**src/rtl/ap_burst_pkg.sv**
```systemverilog
package ap_burst_pkg;
   typedef enum logic [1:0] {
      K_PORT_WR = 2'd0,
      K_PORT_RD = 2'd1,
      K_AP_WR   = 2'd2,
      K_AP_RD   = 2'd3
   } cmd_kind_e;

   typedef enum logic [3:0] {
      S_IDLE, S_BANK0, S_CTRL, S_TADDR, S_BANKD, S_DATA, S_STAT, S_WAIT, S_DONE
   } split_state_e;

   localparam logic [7:0] RA_BANKSEL = 8'h08;
   localparam logic [7:0] RA_STATUS  = 8'h04;
   localparam logic [7:0] RA_CTRL    = 8'h00;
   localparam logic [7:0] RA_TADDR   = 8'h04;
   localparam logic [7:0] RA_DATA    = 8'h0C;
   localparam logic [7:0] RA_BANKED  = 8'h10;

   localparam logic [1:0] INC_OFF    = 2'd0;
   localparam logic [1:0] INC_SINGLE = 2'd1;
   localparam logic [1:0] INC_PACKED = 2'd2;
endpackage

```
**src/rtl/ap_burst_window.sv**
```systemverilog
module ap_burst_window #(
   parameter int BOUNDARY = 1024,
   parameter int CNT_W    = 16,
   localparam int OFS_W   = $clog2(BOUNDARY)
) (
   input  logic [OFS_W-1:0] addr_lo,
   input  logic [CNT_W-1:0] remaining,
   output logic [CNT_W-1:0] burst_len
);
   localparam int AV_W = OFS_W + 1;
   localparam int CW   = (CNT_W > AV_W) ? CNT_W : AV_W;

   if (BOUNDARY < 1024 || (BOUNDARY & (BOUNDARY - 1)) != 0) begin : g_bad_boundary
      $error("ap_burst_window: BOUNDARY must be a power of two >= 1024");
   end

   logic [AV_W-1:0] span;
   logic [AV_W-1:0] avail;
   logic [CW-1:0]   av_x, rem_x, pick;

   always_comb begin
      span  = AV_W'(BOUNDARY) - {1'b0, addr_lo};
      avail = span >> 2;
      av_x  = CW'(avail);
      rem_x = CW'(remaining);
      pick  = (rem_x < av_x) ? rem_x : av_x;
      burst_len = (pick == '0) ? CNT_W'(1) : CNT_W'(pick);
   end
endmodule

```
**src/rtl/ap_reg_cache.sv**
```systemverilog
module ap_reg_cache #(
   parameter int DATA_W   = 32,
   parameter bit CACHE_EN = 1'b1
) (
   input  logic              clk,
   input  logic              rst_n,
   input  logic              inv_all,
   input  logic              inv_taddr,
   input  logic [3:0]        bank_in,
   input  logic              upd_bank,
   input  logic [DATA_W-1:0] ctrl_in,
   input  logic              upd_ctrl,
   input  logic [DATA_W-1:0] taddr_in,
   input  logic              upd_taddr,
   output logic              bank_hit,
   output logic              ctrl_hit,
   output logic              taddr_hit
);
   if (CACHE_EN) begin : g_cached
      logic              bank_v, ctrl_v, taddr_v;
      logic [3:0]        bank_q;
      logic [DATA_W-1:0] ctrl_q, taddr_q;

      always_ff @(posedge clk or negedge rst_n) begin
         if (!rst_n) begin
            bank_v  <= 1'b0;
            ctrl_v  <= 1'b0;
            taddr_v <= 1'b0;
            bank_q  <= '0;
            ctrl_q  <= '0;
            taddr_q <= '0;
         end else if (inv_all) begin
            bank_v  <= 1'b0;
            ctrl_v  <= 1'b0;
            taddr_v <= 1'b0;
         end else begin
            if (upd_bank) begin
               bank_v <= 1'b1;
               bank_q <= bank_in;
            end
            if (upd_ctrl) begin
               ctrl_v <= 1'b1;
               ctrl_q <= ctrl_in;
            end
            if (inv_taddr) begin
               taddr_v <= 1'b0;
            end else if (upd_taddr) begin
               taddr_v <= 1'b1;
               taddr_q <= taddr_in;
            end
         end
      end

      assign bank_hit  = bank_v  && (bank_q  == bank_in);
      assign ctrl_hit  = ctrl_v  && (ctrl_q  == ctrl_in);
      assign taddr_hit = taddr_v && (taddr_q == taddr_in);
   end else begin : g_uncached
      assign bank_hit  = 1'b0;
      assign ctrl_hit  = 1'b0;
      assign taddr_hit = 1'b0;
   end
endmodule

```
**src/rtl/ap_burst_splitter.sv**
```systemverilog
module ap_burst_splitter
   import ap_burst_pkg::*;
#(
   parameter int          BOUNDARY   = 1024,
   parameter int          CNT_W      = 16,
   parameter int          PORT_W     = 8,
   parameter bit          CACHE_EN   = 1'b1,
   parameter logic [31:0] CTRL_FIXED = 32'h0300_0080
) (
   input  logic              clk,
   input  logic              rst_n,
   input  logic              req_valid,
   output logic              req_ready,
   input  logic [31:0]       req_addr,
   input  logic [CNT_W-1:0]  req_words,
   input  logic [1:0]        req_size,
   input  logic              req_write,
   input  logic [PORT_W-1:0] req_port,
   output logic              cmd_valid,
   input  logic              cmd_ready,
   output logic [1:0]        cmd_kind,
   output logic [7:0]        cmd_addr,
   output logic [31:0]       cmd_data,
   input  logic              chk_valid,
   input  logic              chk_ok,
   output logic              done,
   output logic              done_err
);
   localparam int OFS_W = $clog2(BOUNDARY);

   if (PORT_W > 8 || PORT_W < 1) begin : g_bad_port
      $error("ap_burst_splitter: PORT_W must be 1..8");
   end
   if (CNT_W < 2 || CNT_W > 30) begin : g_bad_cnt
      $error("ap_burst_splitter: CNT_W must be 2..30");
   end

   split_state_e      st;
   logic [31:0]       addr_q;
   logic [CNT_W-1:0]  rem_q, idx_q, beat_q;
   logic [1:0]        size_q;
   logic              wr_q, single_q, retried_q, err_q;
   logic [PORT_W-1:0] port_q;

   logic [CNT_W-1:0]  blen;
   logic [1:0]        inc_mode;
   logic [31:0]       ctrl_val, taddr_tgt, bank_word;
   logic [3:0]        bank_need;
   logic              bank_hit, ctrl_hit, taddr_hit;
   logic              hs, accept, port_chg, last_beat;
   logic              inv_taddr, upd_bank, upd_ctrl, upd_taddr;

   ap_burst_window #(.BOUNDARY(BOUNDARY), .CNT_W(CNT_W)) u_window (
      .addr_lo   (addr_q[OFS_W-1:0]),
      .remaining (rem_q),
      .burst_len (blen)
   );

   ap_reg_cache #(.DATA_W(32), .CACHE_EN(CACHE_EN)) u_cache (
      .clk       (clk),
      .rst_n     (rst_n),
      .inv_all   (accept && port_chg),
      .inv_taddr (inv_taddr),
      .bank_in   (bank_need),
      .upd_bank  (upd_bank),
      .ctrl_in   (ctrl_val),
      .upd_ctrl  (upd_ctrl),
      .taddr_in  (taddr_tgt),
      .upd_taddr (upd_taddr),
      .bank_hit  (bank_hit),
      .ctrl_hit  (ctrl_hit),
      .taddr_hit (taddr_hit)
   );

   always_comb begin
      inc_mode  = single_q ? INC_OFF : ((size_q == 2'd2) ? INC_SINGLE : INC_PACKED);
      ctrl_val  = CTRL_FIXED | (32'(inc_mode) << 4) | 32'(size_q);
      taddr_tgt = single_q ? {addr_q[31:4], 4'b0000} : addr_q;
      bank_need = (st == S_BANKD && single_q) ? 4'd1 : 4'd0;
      bank_word = (32'(port_q) << 24) | (32'(bank_need) << 4);
      last_beat = (beat_q == blen - CNT_W'(1));
   end

   always_comb begin
      cmd_valid = 1'b0;
      cmd_kind  = K_PORT_WR;
      cmd_addr  = RA_BANKSEL;
      cmd_data  = bank_word;
      unique case (st)
         S_BANK0, S_BANKD: cmd_valid = !bank_hit;
         S_CTRL: begin
            cmd_valid = !ctrl_hit;
            cmd_kind  = K_AP_WR;
            cmd_addr  = RA_CTRL;
            cmd_data  = ctrl_val;
         end
         S_TADDR: begin
            cmd_valid = !taddr_hit;
            cmd_kind  = K_AP_WR;
            cmd_addr  = RA_TADDR;
            cmd_data  = taddr_tgt;
         end
         S_DATA: begin
            cmd_valid = 1'b1;
            cmd_kind  = wr_q ? K_AP_WR : K_AP_RD;
            cmd_addr  = single_q ? (RA_BANKED | {4'b0, addr_q[3:2], 2'b00}) : RA_DATA;
            cmd_data  = 32'(idx_q + beat_q);
         end
         S_STAT: begin
            cmd_valid = 1'b1;
            cmd_kind  = K_PORT_RD;
            cmd_addr  = RA_STATUS;
            cmd_data  = '0;
         end
         default: cmd_valid = 1'b0;
      endcase
   end

   assign hs        = cmd_valid && cmd_ready;
   assign req_ready = (st == S_IDLE);
   assign accept    = req_ready && req_valid;
   assign port_chg  = (req_port != port_q);
   assign upd_bank  = (st == S_BANK0 || st == S_BANKD) && hs;
   assign upd_ctrl  = (st == S_CTRL) && hs;
   assign upd_taddr = (st == S_TADDR) && hs;
   assign inv_taddr = (st == S_TADDR) && (taddr_hit || hs) && (inc_mode != INC_OFF);
   assign done      = (st == S_DONE);
   assign done_err  = err_q;

   always_ff @(posedge clk or negedge rst_n) begin
      if (!rst_n) begin
         st        <= S_IDLE;
         addr_q    <= '0;
         rem_q     <= '0;
         idx_q     <= '0;
         beat_q    <= '0;
         size_q    <= '0;
         wr_q      <= 1'b0;
         single_q  <= 1'b0;
         retried_q <= 1'b0;
         err_q     <= 1'b0;
         port_q    <= '0;
      end else begin
         unique case (st)
            S_IDLE: begin
               err_q <= 1'b0;
               if (req_valid) begin
                  addr_q    <= req_addr;
                  rem_q     <= req_words;
                  idx_q     <= '0;
                  size_q    <= req_size;
                  wr_q      <= req_write;
                  single_q  <= (req_words == CNT_W'(1));
                  retried_q <= 1'b0;
                  port_q    <= req_port;
                  st        <= (req_words == '0) ? S_DONE : S_BANK0;
               end
            end
            S_BANK0: if (bank_hit || hs) st <= S_CTRL;
            S_CTRL:  if (ctrl_hit || hs) st <= S_TADDR;
            S_TADDR: if (taddr_hit || hs) st <= S_BANKD;
            S_BANKD: if (bank_hit || hs) begin
               st     <= S_DATA;
               beat_q <= '0;
            end
            S_DATA: if (hs) begin
               if (last_beat) st <= S_STAT;
               else beat_q <= beat_q + CNT_W'(1);
            end
            S_STAT: if (hs) st <= S_WAIT;
            S_WAIT: if (chk_valid) begin
               if (chk_ok) begin
                  if (rem_q == blen) begin
                     st <= S_DONE;
                  end else begin
                     addr_q <= addr_q + (32'(blen) << 2);
                     rem_q  <= rem_q - blen;
                     idx_q  <= idx_q + blen;
                     st     <= S_BANK0;
                  end
               end else if (retried_q) begin
                  err_q <= 1'b1;
                  st    <= S_DONE;
               end else begin
                  retried_q <= 1'b1;
                  st        <= S_BANK0;
               end
            end
            S_DONE: st <= S_IDLE;
            default: st <= S_IDLE;
         endcase
      end
   end

   // a stalled command is held unchanged
   assert_cmd_hold_R9: assert property (@(posedge clk) disable iff (!rst_n)
      cmd_valid && !cmd_ready |=> cmd_valid && $stable(cmd_kind) && $stable(cmd_addr) && $stable(cmd_data));

   // an auto-increment burst stays inside the wrap window
   assert_window_R1: assert property (@(posedge clk) disable iff (!rst_n)
      (st == S_DATA && !single_q) |->
         (blen == CNT_W'(1)) ||
         ((32'(addr_q[OFS_W-1:0]) + (32'(blen) << 2)) <= 32'(BOUNDARY)));

   // burst length is non-zero and never exceeds the remaining words
   assert_len_R2: assert property (@(posedge clk) disable iff (!rst_n)
      (st == S_DATA) |-> (blen != '0) && (blen <= rem_q));

   // bank-select word format
   assert_bank_fmt_R5: assert property (@(posedge clk) disable iff (!rst_n)
      (hs && cmd_kind == K_PORT_WR && cmd_addr == RA_BANKSEL) |->
         (cmd_data[31:24] == 8'(port_q)) && ((cmd_data & 32'h00FF_FF0F) == 32'h0));

   // after a port change the first command is a bank-select write
   assert_port_switch_R6: assert property (@(posedge clk) disable iff (!rst_n)
      (accept && port_chg && req_words != '0) |=>
         cmd_valid && cmd_kind == K_PORT_WR && cmd_addr == RA_BANKSEL);

   // an error completion implies a retry already took place
   assert_retry_R8: assert property (@(posedge clk) disable iff (!rst_n)
      (done && done_err) |-> retried_q);
endmodule

```
**config.mk**
```make
export PLATFORM = sky130hd
export DESIGN_NAME = ap_burst_splitter
export DESIGN_NICKNAME = d
export VERILOG_FILES = /design/src/rtl/ap_burst_pkg.sv /design/src/rtl/ap_burst_window.sv /design/src/rtl/ap_reg_cache.sv /design/src/rtl/ap_burst_splitter.sv
export SDC_FILE = /design/constraint.sdc
export NUM_CORES = 1
export LEC_CHECK = 0
export BUFFER_PORTS_ARGS = -buffer_cell sky130_fd_sc_hd__buf_4
export CAP_MARGIN = 15
export CORE_MARGIN = 4
export CORE_UTILIZATION = 55
export CTS_BUF_LIST = sky130_fd_sc_hd__clkbuf_4
export DETAILED_ROUTE_END_ITERATION = 8
export PLACE_DENSITY = 0.8
export SYNTH_ARGS = -nofsm -noshare
export SYNTH_HDL_FRONTEND = slang
export SYNTH_HIERARCHICAL = 1
export SYNTH_SLANG_ARGS = --single-unit
```
**constraint.sdc**
```tcl
create_clock -name clk -period 7.4 [get_ports clk]
set_input_delay 0 -clock clk [delete_from_list [all_inputs] [get_ports clk]]
set_output_delay 0 -clock clk [all_outputs]
set_load 0.005 [all_outputs]
```
==> metrics.cfg <==
[placed_design]
io_buffers = 105
hpwl_mm = 27.4
gp_congestion = 0.951

[cts]
cts_resized = 0
cts_buffer_depth = 2
cts_tree = done
clockRootBuffer = clkbuf_4
clk_pin_slew_ns = 0.17
h-tree-depth = 4
clk_latency_ns = 0.60
postCtsHoldBufs = 83
cts_buffers = 17
cts_setup_buffers = 0
clock_sinks = 169

[worst_setup_path]
cp-end-kind = flip-flop
cp_max_fo = 17
cp.buffers_inverters = 3
critical_path.cell_chain = nor4_2 > or4b_4 > or3_4 > or2_4 > ha_1 > nor4_1 > nand3b_1 > nor4_2 > buf_4 > o21ai_0 > o31ai_1 > buf_4 > inv_1 > ha_1 > and2_1 > o21ai_0 > a31oi_1 > or4_1 > a2111oi_4 > a211o_2 > and2_1 > o21ai_1 > o41ai_1
path_class = flip-flop to flip-flop
timing.rr.end = beat_q[3]
cp-start-kind = flip-flop
critPathTopFamily = simple AND/OR/NAND/NOR gates
worst-r2r-cell-count = 23
cp_data_arrival_time_ns = 6.97
critical_path.max_stage_delay_ns = 0.60
rrSetupSlack_ns = 0.90
r2r-start = addr_q[2]
cp.required_ns = 7.87
critPathSlowestCell = or4_1

[final_layout]
layout-drive-gt1-share_pct = 15.8
fin_util_pct = 66.5
nets = 1797
area_growth_pct = 18.9
n_fill_cell = 1777

[sta]
rsz0062_at_grt = no
relSlewSlack_pct = 25.8
finalSetupTns_ns = 0
fmax_mhz = 154
worst_slew_pin_slew_ns = 1.11
hold_viol = 0
period_minus_slack_ns = 6.50
fin_crit_sh_pct = 87.8
setup_viol = 0
skew_ns = 0.0279
drv_slew = 0

[drt]
drc_errors = 0
vias = 11798
viasPerCell = 6.03
dr.first_iter.drc_count = 1025
dr.pass1.iters = 5
wl_per_cell_um = 19.3
totalWireLength_mm = 37.7
ant_nets = 0

[hold_path]
min_to = rem_q[13]
min_path_type = input pin to flip-flop
whs_path_depth = 4
hp-start = req_words[13]

[logic_synthesis]
synthMuxAreaShare_pct = 7.13
synth_top_family_by_area = compound AO/OA/AOI/OAI gates
synth.most_common_cell = dfrtp_1
yosysSeqAreaShare_pct = 33.3
synth_area_mm2 = 0.0127
synth-edff-count = 0
syn_inst = 1425
synth_seq_cells = 169
synthArstFlopShare_pct = 100
synth_xor_xnor_area_share_pct = 10.3
yosys_warnings = 6
avgSynthCellArea_um2 = 8.91
synthTopCellsByArea = dfrtp_1, ha_1, xor2_1
synthFlopType = dfrtp_1
yosysTopAreaCell = dfrtp_1
synth_top_area_share_pct = 33.3
synth-adder-area-share_pct = 7.72
synth_cell_types = 82
ys_top_cells_by_count = dfrtp_1, nand2_1, xor2_1
yosys.area_share.simple_pct = 18.3
synth_compound_area_share_pct = 18.9

[power_and_ir_drop]
internal_power_mw = 3.29
ir_drop_v = 0.000215
p_switching_mw = 3.02
p_per_area_mw_per_mm2 = 418
clkPwrFrac_pct = 9.6
power.leakage_nw = 6.98
pwr-share-comb_pct = 60.1
seq_power_share_pct = 30.3
switching_share_pct = 47.9

[job]
cap_viol_max_count = 0

[die]
die_area_mm2 = 0.0256
rows = 55
die_h_um = 160
core_area_mm2 = 0.0227
start_util_pct = 55.9
die_w_um = 160
ios = 111

[global_route]
grt_pass1_wl_mm = 61.0
grt_pass1_vias = 11593
grt_overflow = 0
globalRouteTotalUtil_pct = 29.4
antenna_found_initial = 1
grt_max_degree = 73

[run_status]
outcome = finished clean

-- metrics by stage --
| step | power (mW) | setup slack, ns | hold WS (ns) | cell area, um^2 | std cells |
|---|---|---|---|---|---|
| 2_1_floorplan | 4.40 | 1.37 | -0.296 | 13000 | 1496 |
| 3_3_place_gp | 5.39 | 1.33 | 0.0787 | 14000 | 1839 |
| 3_5_place_dp | 5.52 | 1.05 | 0.0888 | 14000 | 1839 |
| 4_1_cts | 6.22 | 0.974 | 0.171 | 15100 | 1954 |
| 5_1_grt | 6.80 | 0.509 | 0.198 | 15100 | 1955 |
| 6_report | 6.32 | 0.900 | 0.204 | 15100 | 1955 |
-- cells in the final DEF (no fill, tap or decap), types with 22 or more instances in the layout --
cell	n
nor3_1	37
inv_1	45
ha_1	72
buf_4	128
dlygate4sd3_1	83
o21ai_0	90
mux2_2	57
nand3_1	34
nand2b_1	27
a21oi_1	79
dfrtp_1	169
o31ai_1	22
conb_1	74
nor2_1	84
xnor2_1	48
a21o_1	30
xor2_1	102
nand2_1	153
nor4_1	30
-- tightest hold or removal path, cell delays in order --
cell	delay [ns]
dlygate4sd3_1	0.53
buf_4	0.11
nand3_1	0.07
nand3_1	0.08
-- power by group through the flow --
stage          sequential, mW  clock [mW]  combinational (mW)
2_1_floorplan            1.68           0                2.73
6_report                 1.91       0.606                3.80
3_5_place_dp             1.92           0                3.60
3_3_place_gp             1.88           0                3.50
4_1_cts                  1.89       0.613                3.72
5_1_grt                  1.97       0.651                4.18
-- worst max path at each step --
stage / endpoint / depth (start not counted) / slack [ns] / startpoint
after global routing: beat_q[5] / 22 / 0.51 / addr_q[2]
final: beat_q[3] / 23 / 0.90 / addr_q[2]
after CTS: beat_q[3] / 23 / 0.97 / addr_q[2]
after detailed placement: beat_q[3] / 23 / 1.05 / addr_q[2]
after floorplan: beat_q[12] / 22 / 1.37 / addr_q[3]
after global placement: addr_q[26] / 24 / 1.33 / addr_q[2]
-- layout make-up --
| class | instances | area [um^2] | share of cell area (%) |
|---|---|---|---|
| multi-input combinational | 1211 | 8240 | 54.5 |
| sequential | 169 | 4230 | 28.0 |
| timing repair buffer | 212 | 1800 | 11.9 |
| tap | 285 | 357 | 2.36 |
| clock inverter | 14 | 176 | 1.17 |
| inverter | 45 | 169 | 1.12 |
| clock buffer | 18 | 135 | 0.894 |
| antenna | 1 | 2.50 | 0.0166 |
-- registers in the layout, indices dropped and copies added, names as in the netlist --
name and cells:
addr_q 32, u_cache/g_cached.taddr_v 1, idx_q 16, single_q 1
port_q 8, st 4, beat_q 16, u_cache/g_cached.bank_v 1
done_err 1, u_cache/g_cached.ctrl_v 1, u_cache/g_cached.ctrl_q 32, u_cache/g_cached.taddr_q 32
size_q 2, u_cache/g_cached.bank_q 4, retried_q 1, rem_q 16
wr_q 1
-- metal layers --
metal | global-route usage (%) | share of wire (%)
met5 | 0 | 0
met4 | 11.1 | 3.4
met3 | 3.79 | 7.2
met2 | 47.6 | 47
met1 | 40.3 | 43
-- cells by family after synthesis --
group	count (synthesis)
adders and majority gates	76
DFF	169
xor gates and xnor gates	150
and+or+nand+nor	467
buffers and inverters	116
other	3
muxes	78
AOI/OAI and AO/OA	366
Note: power is estimated with default switching activity, not from simulation.
